--- config.mk ---
export PLATFORM = sky130hd
export DESIGN_NAME = store_delay_buf
export DESIGN_NICKNAME = d
export VERILOG_FILES = /design/src/rtl/sdb_pkg.sv /design/src/rtl/sdb_match.sv /design/src/rtl/sdb_entry.sv /design/src/rtl/store_delay_buf.sv
export SDC_FILE = /design/constraint.sdc
export NUM_CORES = 1
export LEC_CHECK = 0
export ABC_CLOCK_PERIOD_IN_PS = 3000
export CORE_MARGIN = 2
export CORE_UTILIZATION = 39
export DETAILED_ROUTE_END_ITERATION = 7
export PLACE_DENSITY = 0.81
export SETUP_SLACK_MARGIN = 0.5
export SYNTH_ARGS = -nofsm -noshare
export SYNTH_HDL_FRONTEND = slang
export SYNTH_SLANG_ARGS = --single-unit
export TNS_END_PERCENT = 1
--- constraint.sdc ---
create_clock -name clk -period 3 [get_ports clk]
set_input_delay 0.6 -clock clk [delete_from_list [all_inputs] [get_ports clk]]
set_output_delay 0.6 -clock clk [all_outputs]
set_load 0.01 [all_outputs]
--- src/rtl/sdb_pkg.sv ---
package sdb_pkg;
    typedef enum logic [1:0] {
        SB_EMPTY = 2'd0,
        SB_PEND  = 2'd1,
        SB_CONF  = 2'd2
    } sb_state_e;
endpackage

--- src/rtl/sdb_match.sv ---
module sdb_match #(
    parameter int ADDR_W = 32,
    parameter int BE_W   = 8
) (
    input  logic              buf_valid,
    input  logic [ADDR_W-1:0] buf_addr,
    input  logic [BE_W-1:0]   buf_be,
    input  logic              ld_act,
    input  logic [ADDR_W-1:0] ld_addr,
    input  logic [BE_W-1:0]   ld_be,
    output logic              full_hit,
    output logic              partial
);
    logic            same_dw;
    logic [BE_W-1:0] overlap;
    logic [BE_W-1:0] uncovered;

    always_comb begin
        same_dw   = ld_act && buf_valid && (ld_addr == buf_addr);
        overlap   = ld_be & buf_be;
        uncovered = ld_be & ~buf_be;
        full_hit  = same_dw && (ld_be != '0) && (uncovered == '0);
        partial   = same_dw && (overlap != '0) && (uncovered != '0);
    end
endmodule

--- src/rtl/sdb_entry.sv ---
module sdb_entry
    import sdb_pkg::*;
#(
    parameter int ADDR_W = 32,
    parameter int DATA_W = 64,
    localparam int BE_W  = DATA_W / 8
) (
    input  logic              clk,
    input  logic              rst_n,
    input  logic              st_req,
    input  logic [ADDR_W-1:0] st_addr,
    input  logic [DATA_W-1:0] st_data,
    input  logic [BE_W-1:0]   st_be,
    input  logic              ld_act,
    input  logic              ld_partial,
    input  logic              tc_valid,
    input  logic              tc_hit,
    input  logic              arr_busy,
    output logic              buf_valid,
    output logic [ADDR_W-1:0] buf_addr,
    output logic [DATA_W-1:0] buf_data,
    output logic [BE_W-1:0]   buf_be,
    output logic              arr_we,
    output logic              st_stall,
    output logic              tc_miss
);
    typedef struct packed {
        sb_state_e         state;
        logic [ADDR_W-1:0] addr;
        logic [DATA_W-1:0] data;
        logic [BE_W-1:0]   be;
    } entry_t;

    entry_t ent_d, ent_q;
    logic   pend, conf, st_take;

    always_comb begin
        ent_d    = ent_q;
        pend     = (ent_q.state == SB_PEND);
        conf     = (ent_q.state == SB_CONF);
        st_stall = st_req && (pend || (conf && arr_busy));
        st_take  = st_req && !st_stall;
        arr_we   = conf && !arr_busy && !(ld_act && !ld_partial);
        tc_miss  = pend && tc_valid && !tc_hit;

        if (pend && tc_valid) begin
            ent_d.state = tc_hit ? SB_CONF : SB_EMPTY;
        end
        if (arr_we) begin
            ent_d.state = SB_EMPTY;
        end
        if (st_take) begin
            ent_d.state = SB_PEND;
            ent_d.addr  = st_addr;
            ent_d.data  = st_data;
            ent_d.be    = st_be;
        end

        buf_valid = pend || conf;
        buf_addr  = ent_q.addr;
        buf_data  = ent_q.data;
        buf_be    = ent_q.be;
    end

    always_ff @(posedge clk) begin
        if (!rst_n) begin
            ent_q <= '{state: SB_EMPTY, addr: '0, data: '0, be: '0};
        end else begin
            ent_q <= ent_d;
        end
    end

    AST_ACCEPT_PENDS: assert property (@(posedge clk) disable iff (!rst_n)
        (st_req && !st_stall) |=> (ent_q.state == SB_PEND));
    AST_HIT_CONFIRMS: assert property (@(posedge clk) disable iff (!rst_n)
        (pend && tc_valid && tc_hit) |=> (ent_q.state == SB_CONF));
    AST_MISS_DROPS: assert property (@(posedge clk) disable iff (!rst_n)
        tc_miss |=> (ent_q.state == SB_EMPTY));
    AST_STALL_HOLDS: assert property (@(posedge clk) disable iff (!rst_n)
        (st_req && st_stall && !tc_valid) |=> ($stable(ent_q.addr) && $stable(ent_q.state)));
endmodule

--- src/rtl/store_delay_buf.sv ---
module store_delay_buf #(
    parameter int ADDR_W = 32,
    parameter int DATA_W = 64,
    localparam int BE_W  = DATA_W / 8
) (
    input  logic              clk,
    input  logic              rst_n,
    input  logic              st_req,
    input  logic [ADDR_W-1:0] st_addr,
    input  logic [DATA_W-1:0] st_data,
    input  logic [BE_W-1:0]   st_be,
    input  logic              ld_req,
    input  logic [ADDR_W-1:0] ld_addr,
    input  logic [BE_W-1:0]   ld_be,
    input  logic              tc_valid,
    input  logic              tc_hit,
    input  logic              arr_busy,
    output logic              arr_we,
    output logic [ADDR_W-1:0] arr_addr,
    output logic [DATA_W-1:0] arr_wdata,
    output logic [BE_W-1:0]   arr_be,
    output logic              fwd_valid,
    output logic [DATA_W-1:0] fwd_data,
    output logic              stall,
    output logic              st_miss
);
    logic              ld_act, full_hit, partial, st_stall;
    logic              buf_valid;
    logic [ADDR_W-1:0] buf_addr;
    logic [DATA_W-1:0] buf_data;
    logic [BE_W-1:0]   buf_be;

    assign ld_act = ld_req && !st_req;

    sdb_match #(.ADDR_W(ADDR_W), .BE_W(BE_W)) u_match (
        .buf_valid (buf_valid),
        .buf_addr  (buf_addr),
        .buf_be    (buf_be),
        .ld_act    (ld_act),
        .ld_addr   (ld_addr),
        .ld_be     (ld_be),
        .full_hit  (full_hit),
        .partial   (partial)
    );

    sdb_entry #(.ADDR_W(ADDR_W), .DATA_W(DATA_W)) u_entry (
        .clk        (clk),
        .rst_n      (rst_n),
        .st_req     (st_req),
        .st_addr    (st_addr),
        .st_data    (st_data),
        .st_be      (st_be),
        .ld_act     (ld_act),
        .ld_partial (partial),
        .tc_valid   (tc_valid),
        .tc_hit     (tc_hit),
        .arr_busy   (arr_busy),
        .buf_valid  (buf_valid),
        .buf_addr   (buf_addr),
        .buf_data   (buf_data),
        .buf_be     (buf_be),
        .arr_we     (arr_we),
        .st_stall   (st_stall),
        .tc_miss    (st_miss)
    );

    always_comb begin
        arr_addr  = buf_addr;
        arr_wdata = buf_data;
        arr_be    = buf_be;
        fwd_valid = full_hit;
        fwd_data  = full_hit ? buf_data : '0;
        stall     = st_stall || partial;
    end

    AST_FWD_NOT_STALLED: assert property (@(posedge clk) disable iff (!rst_n)
        fwd_valid |-> !stall);
    AST_NO_WRITE_ON_LOAD: assert property (@(posedge clk) disable iff (!rst_n)
        (ld_req && !st_req && !stall) |-> !arr_we);
    AST_NO_WRITE_AFTER_MISS: assert property (@(posedge clk) disable iff (!rst_n)
        st_miss |=> !arr_we);
endmodule

# Word level (Yosys, flattened, before mapping)

Index checks and enable logic that the tools add are counted.

Bits in registers: 106
Input bits: 151
Output and inout bits: 172
Logic and storage cells: 47

Equal/unequal tests: 3
Multiplexer cells: 5
Bitwise operators: 4
Reduce and logical (&&, ||, !) cells: 30

Operator list:

| cell                 | number |
|---|---|
| $mux W105            | 1 |
| $mux W64             | 1 |
| $eq A32 B32 Y1       | 1 |
| $reduce_bool A8 Y1   | 3 |
| $and A8 B8 Y8        | 2 |
| $logic_and A1 B1 Y1  | 15 |
| $logic_not A8 Y1     | 1 |
| $not A8 Y8           | 1 |
| $logic_not A1 Y1     | 6 |
| $logic_or A1 B1 Y1   | 3 |
| $reduce_bool A3 Y1   | 1 |
| $reduce_or A3 Y1     | 1 |
| $eq A2 B1 Y1 const B | 1 |
| $eq A2 B2 Y1 const B | 1 |
| $mux W1              | 2 |
| $mux W2              | 1 |
| $not A1 Y1           | 1 |

# Depth between registers and ports, before layout

Gate-level depths: netlist (run 1).

Word-level depth: 12
Depth in mapped cells: 9
Depth with buffers taken out: 7

# By module

A second synthesis (run 1) with hierarchy kept.

Cells, all modules: 737
Area total of the unflattened synthesis: 5890.6 um2

Modules (own cells, without submodules):

| module          | times used | cells an instance | area an instance (um2) | sequential area each (um2) |
|---|---|---|---|---|
| sdb_entry       | 1          | 598               | 4840.9                 | 2122.0 |
| sdb_match       | 1          | 67                | 526.8                  | 0.0 |
| store_delay_buf | 1          | 72                | 523.0                  | 0.0 |

# Worst setup path after synthesis (run 1)

Ideal clock, no wire load.

Path kind: input -> output
Start: input ld_addr[2]
End: output fwd_data[10]
Data arrival time: 2.062 ns
Required time: 2.400 ns
Setup slack: 0.338 ns
Stages: 8
Path buffers: 2
Cells stage by stage: xnor2_1 -> nand4_1 -> nor4_2 -> nand2_1 -> a2111oi_2 -> buf_4 -> buf_4 -> and2_1

Word-level cells in the longest chain between the ends: 5

Ends and longest elaborated chain:

| what                             | line                  | text |
|---|---|---|
| start, declared                  | store_delay_buf.sv:13 | `input logic [ADDR_W-1:0] ld_addr,` |
| $eq A32 B32 Y1                   | sdb_match.sv:19       | `same_dw = ld_act && buf_valid && (ld_addr == buf_addr);` |
| $logic_and A1 B1 Y1              | sdb_match.sv:19       |  |
| $logic_and A1 B1 Y1 (2 in a row) | sdb_match.sv:22       | `full_hit = same_dw && (ld_be != '0) && (uncovered == '0);` |
| $mux W64                         | store_delay_buf.sv:72 | `fwd_data = full_hit ? buf_data : '0;` |
| end, declared                    | store_delay_buf.sv:23 | `output logic [DATA_W-1:0] fwd_data,` |

Every way passes these cells.

# Worst setup path after layout (run 1)

Start: input ld_be[3]
End: output fwd_data[62]

Word-level cells in the longest chain between the ends: 4
Elaborated cells between the ends (all ways): 6
Classes of those cells: 1 x mux; 1 x bitwise; 4 x reduce/logical

Ends and longest elaborated chain:

| what                                                    | line                             | text |
|---|---|---|
| start, declared                                         | store_delay_buf.sv:14            | `input logic [BE_W-1:0] ld_be,` |
| $and A8 B8 Y8 or $reduce_bool A8 Y1 (tied branches)     | sdb_match.sv:21, sdb_match.sv:22 |  |
| $logic_not A8 Y1 or $logic_and A1 B1 Y1 (tied branches) | sdb_match.sv:22                  |  |
| $logic_and A1 B1 Y1 (*)                                 | sdb_match.sv:22                  |  |
| $mux W64 (*)                                            | store_delay_buf.sv:72            |  |

Every way passes the cells marked *; elsewhere a longest branch is shown, timed or not.

==> results of run 1 <==
cell type report:
cell class | instances | area (um^2) | share of cell area [%]
timing repair buffer | 395 | 3810 | 40.6
clock buffer | 12 | 256 | 2.74
tap | 184 | 230 | 2.46
sequential | 106 | 2130 | 22.8
clock inverter | 4 | 97.6 | 1.04
antenna | 1 | 2.50 | 0.0267
inverter | 12 | 45.0 | 0.481
multi-input combinational | 454 | 2800 | 29.9
layer usage:
| layer | global-route usage, % | vias to the layer above | wire, um | part of all wire [%] |
|---|---|---|---|---|
| met3 | 6.06 | 36 | 1360 | 7.1 |
| met4 | 8.13 | 0 | 543 | 2.8 |
| li1 | - | 2705 | - | - |
| met2 | 40.4 | 233 | 9960 | 52 |
| met5 | 0 | - | 0 | 0 |
| met1 | 25.2 | 2495 | 7330 | 38 |
metrics by stage:
| step | TNS (ps) | hold WS (ps) | cell area [um^2] | util (%) |
|---|---|---|---|---|
| floorplan | 0 | 452 | 5680 | - |
| global placement | -53290 | 463 | 8670 | 60.3 |
| detailed placement | -57350 | 467 | 8670 | 60.3 |
| CTS | -19160 | 477 | 9050 | 63.0 |
| global route | -7830 | 507 | 9370 | 65.2 |
| finish | -3970 | 477 | 9370 | 65.2 |
flip-flops by register name, summed over array words and instances, names as in the netlist:
signal            flops
u_entry.buf_data     64
u_entry.buf_addr     32
u_entry.ent_q         2
u_entry.buf_be        8
repair_timing:
item,4_1_cts,5_1_grt
setup buffers,4,3
pin swaps,16,40
resized for setup,260,193
gates cloned,1,8
setup endpoints to repair,67,68
critical path: stages:
cell and delay [ps]:
clkbuf_2 90, inv_1 70, o22ai_2 90, or4_4 560, a2111oi_4 330, buf_4 190, buf_8 140, clkbuf_16 170
and2_4 150, buf_6 100
placed cells by master, fill, tap and decap left out, types with 2 or more instances in the layout:
| cell | Yosys | layout |
|---|---|---|
| xnor2_2 | 0 | 7 |
| bufinv_16 | 0 | 3 |
| clkbuf_8 | 0 | 2 |
| clkbuf_2 | 0 | 15 |
| buf_2 | 1 | 39 |
| a22oi_1 | 4 | 4 |
| nor4_1 | 3 | 2 |
| dlymetal6s2s_1 | 0 | 22 |
| xor2_1 | 4 | 4 |
| nor4_2 | 1 | 2 |
| a21boi_0 | 104 | 104 |
| clkdlybuf4s15_1 | 0 | 2 |
| nand4_1 | 8 | 8 |
| a2111oi_4 | 0 | 2 |
| nand2b_1 | 4 | 4 |
| clkdlybuf4s50_1 | 0 | 213 |
| and2_1 | 65 | 35 |
| xnor2_1 | 25 | 18 |
| inv_2 | 0 | 2 |
| inv_1 | 12 | 10 |
| nand3_1 | 2 | 2 |
| dfxtp_1 | 106 | 97 |
| buf_4 | 110 | 56 |
| buf_12 | 0 | 5 |
| and2_4 | 0 | 30 |
| nor2b_4 | 0 | 3 |
| clkbuf_16 | 0 | 15 |
| buf_8 | 0 | 2 |
| nand2_1 | 212 | 210 |
| buf_6 | 0 | 34 |
| o22ai_2 | 0 | 4 |
| dfxtp_2 | 0 | 9 |
worst max-delay path by stage:
stage	from	to	slack [ps]	cells after the start
floorplan	ld_addr[2]	fwd_data[10]	340	8
global placement	ld_addr[13]	fwd_data[13]	-820	9
detailed placement	ld_addr[21]	fwd_data[26]	-920	9
CTS	ld_addr[15]	fwd_data[60]	-360	12
global route	ld_addr[19]	fwd_data[62]	-140	12
finish	ld_be[3]	fwd_data[62]	-90	10
power groups by stage:
stage	logic, mW	registers, mW	clock network (mW)
final	0.903	1.60	1.40
after global routing	0.978	1.61	1.49
after CTS	0.902	1.59	1.43
after detailed placement	0.893	1.62	0
after global placement	0.881	1.62	0
after floorplan	0.459	1.60	0
logic make-up after synthesis:
logic type / synth area share, %
compound gates: 15.7
xor+xnor: 4.47
fa+ha+maj: 0.441
buf+inv: 17.7
flops: 37.4
mux: 0.176
simple gates: 24.2
==> results.cfg, run 1 <==
[outcome]
outcome = finished with violations
violations = negative setup slack

[min_path]
min_to = u_entry.buf_data[7]$_SDFFE_PN0P_
hold_start = u_entry.buf_data[7]$_SDFFE_PN0P_
holdPathStages = 2
worst_hold_path_type = flop to flop

[synth]
syn_nets = 870
yosysTopAreaCellShare_pct = 37.4
yosys.cell_types.count = 31
yosysMostFrequentCell = nand2_1
ys_async_sr_fraction_pct = 0
synth_edf_count = 0
ys_seq_elements = 106
synthCells = 717
synth.avg_cell_area_um2 = 7.92
ys_warn_count = 0
synth_ff_type = dfxtp_1
ys_top_cells_by_count = nand2_1 (212), buf_4 (110), dfxtp_1 (106)
seq_area_frac_synth_pct = 37.4
synthTopCellsByArea = dfxtp_1 (37%), buf_4 (15%), nand2_1 (14%), a21boi_0 (14%), and2_1 (7.2%)
synth_top_cell_by_area = dfxtp_1
synth_area_um2 = 5680

[timing]
tightest_slew_ps = 605
slew_violations = 0
hold_violations = 0
slew_headroom_pct = 59.3
skew_ps = 9.67
clock.fmax_mhz = 323
fin_crit_sh_pct = 103
setup_violations = 64
layout_setup_ws_ps = -91.8
rsz0062_at_grt = true
fin_crit_ps = 3090

[place]
detailed_place_hpwl_um = 13300
pre_cts_slack_ps = -918
routabilityCongestion = 0.836
io_buffer_count = 322
dp.cells = 1135

[power]
vdd.ir_drop.worst_v = 0.000305
fin_total_pwr_mw = 3.90
power_frac_clock_pct = 35.8
p_int_mw = 2.90
powerDensity_nw_per_um2 = 416
pwr-share-seq_pct = 41.0
p_sw_mw = 1.00
power_frac_comb_pct = 23.2
swShare_pct = 25.7
leakage_nw = 4.02

[setup_path]
r2r_start = u_entry.ent_q[105]$_SDFFE_PP0P_
worst_setup_path_start_kind = input pin
cp-end-kind = output pin
required_ps = 2400
worst_r2r_endpoint = u_entry.buf_data[35]$_SDFFE_PN0P_
r2r_cells = 9
r2r_setup_slack_ps = 940
crit_type = input pin to output pin
critPathMaxFanout = 6
worst_ep_arrival_time_ps = 2490

[cells_and_area]
n_fill_cell = 1193
drive_gt1_share_pct = 24.2
area_growth_pct = 65.1
fin_cells = 1168
num-nets-final = 1131

[global_route]
grt_antenna_before_repair = 1
grt_use_total_pct = 22.4
grt.overflow.total = 0
first_global_vias = 5201
grt_max_degree = 48
grt_pass1_wl_um = 27800

[die]
die_y_um = 125
coreArea_um2 = 14400
dieArea_um2 = 15500
rows = 44
ios = 323
start_util_pct = 39.5
die_width_um = 125

[clocking]
htreeDepth = 3
cts_inserted_buffers = 9
clockBufferDepth = 2
clkSinkCount = 106
insertion_delay_ps = 350
clk_pin_slew_worst_paths_ps = 60
cts_tree = yes
root_buffer = clkbuf_16
ctsHoldBuffers = 0

[detailed_routing]
firstDrtPassIters = 4
ant_nets = 0
wl_um = 19200
drt_iter0_drc = 257
drcViolationCount = 0
routedWlPerCell_um = 16.4
drt-vias-per-instance = 4.68
vias = 5469

[flow_run]
maxCapViolations = 0
No activity file was read; power rests on OpenSTA's default activity.
==> run 2: changes to the inputs <==
Settings changed: GPL_TIMING_DRIVEN set to 0, SLEW_MARGIN set to 20.
==> run 2 against run 1 <==
The run still ends with negative setup slack left. Cell area grew 4.8%. Final cell count grew 6.9%. Sequential cell count is the same. Fmax shrank 2.0%. Die area is the same. First-iteration DRC count grew 7.8%. Clock power shrank 14%. Critical endpoint is now fwd_data[51]. Critical path depth grew 1. Setup slack lost 63 ps. Sequential power is essentially flat. Critical path type unchanged.
==> results.cfg, run 2 (same netlist as run 1, synthesis figures left out) <==
[setup_path]
required_ps = 2400
critPathMaxFanout = 6
worst_ep_arrival_time_ps = 2560
worst_setup_path_start_kind = input pin
crit_type = input pin to output pin
cp-end-kind = output pin

[detailed_routing]
drcViolationCount = 0
firstDrtPassIters = 4
drt-vias-per-instance = 4.64
vias = 5795
routedWlPerCell_um = 15.9
drt_iter0_drc = 277
ant_nets = 0
wl_um = 19900

[cells_and_area]
final_common_cell = clkdlybuf4s50_1
n_fill_cell = 1165
num-nets-final = 1213
register_area_um2 = 2120
largest_register_ffs = 64
area_growth_pct = 73.1
multi_input_area_um2 = 2760
drive_gt1_share_pct = 24.8
fin_util_pct = 68.4
diodes = 0
final_cell_mix = clkdlybuf4s50_1 (213), nand2_1 (211), buf_4 (107)

[die]
die_y_um = 125
ios = 323
die_width_um = 125
start_util_pct = 39.5
coreArea_um2 = 14400
rows = 44
dieArea_um2 = 15500

[global_route]
grt.overflow.total = 0
grt_use_total_pct = 24.2
first_global_vias = 5639
grt_max_degree = 17
grt_pass1_wl_um = 30100
grt_antenna_before_repair = 0

[outcome]
violations = negative setup slack
outcome = finished with violations

[power]
fin_total_pwr_mw = 3.78
leakage_nw = 4.42
vdd.ir_drop.worst_v = 0.000315
powerDensity_nw_per_um2 = 384

[place]
io_buffer_count = 321
routabilityCongestion = 0.836
pre_cts_slack_ps = -1150
detailed_place_hpwl_um = 14800

[timing]
layout_setup_ws_ps = -155
hold_violations = 0
holdWs_ps = 476
fin_crit_sh_pct = 105
clock.fmax_mhz = 317
setup_violations = 64
slew_violations = 0
slew_headroom_pct = 65.6
tightest_slew_ps = 512
skew_ps = 4.21
fin_crit_ps = 3160
rsz0062_at_grt = true

[clocking]
cts_inserted_buffers = 9
insertion_delay_ps = 340
clk_pin_slew_worst_paths_ps = 70
clkSinkCount = 106
ctsHoldBuffers = 0
cts_tree = yes
clockBufferDepth = 2
root_buffer = clkbuf_16
htreeDepth = 3

[flow_run]
maxCapViolations = 0

[min_path]
worst_hold_path_type = flop to flop
==> run 2: what timing repair did <==
item | CTS | global route
cloned | 2 | 5
pin swaps | 4 | 27
gates resized for setup | 273 | 164
setup endpoints to repair | 107 | 104
endpoints found under the hold margin | 0 | 0
setup buffers | 3 | 1
==> run 2: critical path: stages <==
cell,delay [ps]
clkdlybuf4s15_1,160
nor2b_4,140
nand4_1,190
nor4_4,420
nand2_2,110
a2111oi_4,210
buf_6,180
buf_12,150
clkbuf_16,150
and2_1,110
buf_2,120
==> run 2: layout make-up <==
cell class	instances	area share, %
multi-input combinational	454	28.1
timing repair buffer	332	34.0
tap	184	2.34
inverter	12	0.458
clock buffer	12	2.51
sequential	106	21.6
buffer	145	10.4
clock inverter	4	0.522
==> run 2: layer usage <==
layer	vias up	GRT usage (%)	wire length, um
met3	39	7.73	1450
li1	2875	-	-
met5	-	0	0
met2	224	43.7	10100
met4	0	6.21	566
met1	2657	27.5	7740
==> run 2: per-stage QoR <==
| step | cell area [um^2] | setup TNS (ps) | std cells |
|---|---|---|---|
| 3_5_place_dp | 9120 | -71630 | 1222 |
| 2_1_floorplan | 5680 | 0 | 717 |
| 5_1_grt | 9820 | -16020 | 1249 |
| 6_report | 9820 | -7780 | 1249 |
| 4_1_cts | 9370 | -33710 | 1243 |
| 3_3_place_gp | 9120 | -71420 | 1222 |
==> run 2: power breakdown <==
| group | switching (mW) | internal, mW |
|---|---|---|
| combinational | 0.381 | 0.578 |
| sequential | 0.101 | 1.51 |
| clock | 0.533 | 0.672 |
| total | 1.02 | 2.76 |
==> run 2: path summary, 6_finish.rpt <==
check / slack (ps) / end / start / cells past startpoint
worst max-delay path: -160 / fwd_data[51] / ld_req / 11
worst min-delay path: 480 / u_entry.buf_data[4]$_SDFFE_PN0P_ / u_entry.buf_data[4]$_SDFFE_PN0P_ / 2
worst max register to register: 920 / u_entry.buf_addr[29]$_SDFFE_PN0P_ / u_entry.ent_q[105]$_SDFFE_PP0P_ / 9
worst min register to register: 480 / u_entry.buf_data[4]$_SDFFE_PN0P_ / u_entry.buf_data[4]$_SDFFE_PN0P_ / 2
==> run 3: changes to the inputs <==
Settings changed: CAP_MARGIN set to 30, CORE_AREA set to 2 2 124 126, CORE_MARGIN 2 to not set, CORE_UTILIZATION 39 to not set, DIE_AREA set to 0 0 126 128, PLACE_DENSITY 0.81 to 0.8.
==> run 3 against run 2 <==
The run still ends with negative setup slack left. Non-clock buffer count rose by 4. Die area rose by 3.8%. Hold slack got worse by 1.1 ps. Power rose by 3.6%. Largest cell class unchanged. Highest routed layer unchanged. Critical endpoint is now fwd_data[13]. Final cell count rose by 0.72%. Cell area fell by 3.2%. Clock power rose by 12%. Routed wire length fell by 1.6%. Clock skew rose by 3.0 ps. Core utilization fell by 4.4 points.
==> results.cfg, run 3 (same netlist as run 1, synthesis figures left out) <==
[timing]
fin_crit_sh_pct = 111
layout_setup_ws_ps = -320
fin_crit_ps = 3320
setup_violations = 65
slew_headroom_pct = 59.3
slew_violations = 0
finalSetupTns_ps = -16250
hold_violations = 0
clock.fmax_mhz = 301
rsz0062_at_grt = true
tightest_slew_ps = 604
skew_ps = 7.22

[global_route]
first_global_vias = 5548
grt_use_total_pct = 23.3
grt_pass1_wl_um = 29700
grt.overflow.total = 0
grt_antenna_before_repair = 1
grt_max_degree = 17

[setup_path]
crit_start = st_req
required_ps = 2400
r2r_start = u_entry.ent_q[104]$_SDFFE_PN0P_
critPathMaxFanout = 5
crit_type = input pin to output pin
worst_setup_path_start_kind = input pin
cp-end-kind = output pin
worst_ep_arrival_time_ps = 2720
r2r_cells = 9

[cells_and_area]
register_area_um2 = 2140
n_fill_cell = 1333
fin_util_pct = 64.0
area_growth_pct = 67.6
drive_gt1_share_pct = 25.0
final_cell_mix = nand2_1 (212), clkdlybuf4s50_1 (212), buf_4 (112)
largest_register_ffs = 64
num-nets-final = 1217
postLayoutCellArea_um2 = 9510
multi_input_area_um2 = 2730

[min_path]
holdPathStages = 2
hold_start = u_entry.buf_data[63]$_SDFFE_PN0P_
worst_hold_path_type = flop to flop

[clocking]
cts_inserted_buffers = 9
htreeDepth = 3
clockBufferDepth = 2
root_buffer = clkbuf_16
clk_pin_slew_worst_paths_ps = 70
clkSinkCount = 106
cts_tree = yes
insertion_delay_ps = 350
ctsHoldBuffers = 0

[detailed_routing]
ant_nets = 0
routedWlPerCell_um = 15.5
wl_um = 19500
drcViolationCount = 0
firstDrtPassIters = 4
drt_iter0_drc = 260
vias = 5738
drt-vias-per-instance = 4.56

[die]
ios = 323
start_util_pct = 38.2
coreArea_um2 = 14900
die_y_um = 128
dieArea_um2 = 16100
rows = 45
die_width_um = 126

[place]
routabilityCongestion = 0.854
place_area_um2 = 9130
detailed_place_hpwl_um = 15000
io_buffer_count = 321

[outcome]
outcome = finished with violations
violations = negative setup slack

[flow_run]
maxCapViolations = 0

[power]
vdd.ir_drop.worst_v = 0.000294
leakage_nw = 4.11
powerDensity_nw_per_um2 = 411
## run 3: final timing paths
path / slack, ps / endpoint
worst max register to register: 870 / u_entry.buf_addr[28]$_SDFFE_PN0P_
worst min-delay path: 480 / u_entry.buf_data[63]$_SDFFE_PN0P_
worst max-delay path: -320 / fwd_data[13]
worst min register to register: 480 / u_entry.buf_data[63]$_SDFFE_PN0P_
## run 3: power by group
| part | switching (mW) | internal, mW | leakage (nW) |
|---|---|---|---|
| Clock | 0.539 | 0.813 | 0.166 |
| Sequential | 0.0976 | 1.51 | 0.874 |
| Combinational | 0.380 | 0.571 | 3.07 |
| Total | 1.02 | 2.90 | 4.11 |
## run 3: critical path, stage by stage
cell and delay (ps):
buf_2 130, nor2b_4 140, nand4_1 230, nor4_4 370
nand2_1 140, a2111oi_4 290, buf_4 170, buf_6 120
buf_6 100, buf_6 90, buf_6 110, and2_4 140
buf_6 90
## run 3: area by class of cell
class,instances,share of cell area (%)
multi-input cells,454,28.7
well taps,188,2.47
plain buffers,145,10.5
flip-flops and latches,106,22.5
clock inverters,6,1.10
repair buffers,336,31.9
diodes,1,0.0263
clock buffers,10,2.41
inverters,12,0.474
## run 3: routing by layer
layer,up-vias,wire length (um),global-route usage [%]
met2,228,10000,43.0
li1,2889,-,-
met1,2594,7740,26.4
met3,27,1380,5.80
met5,-,0,0
met4,0,369,7.63
## run 3: stage by stage
stage                     setup WS [ps]  hold WS [ps]  cells  total power [mW]
after CTS                          -241           478   1257              3.92
after global routing               -352           497   1258              4.09
after floorplan                     338           452    717              2.06
final                              -320           475   1258              3.91
after global placement            -1230           461   1226              2.57
after detailed placement          -1280           468   1226              2.58
## run 3: timing repair
item | in CTS | in global routing
cloned | 5 | 0
setup endpoints to repair | 107 | 102
hold endpoints to repair | 0 | 0
setup buffers | 10 | 0
gates resized for setup | 384 | 56
pin swaps | 40 | 16
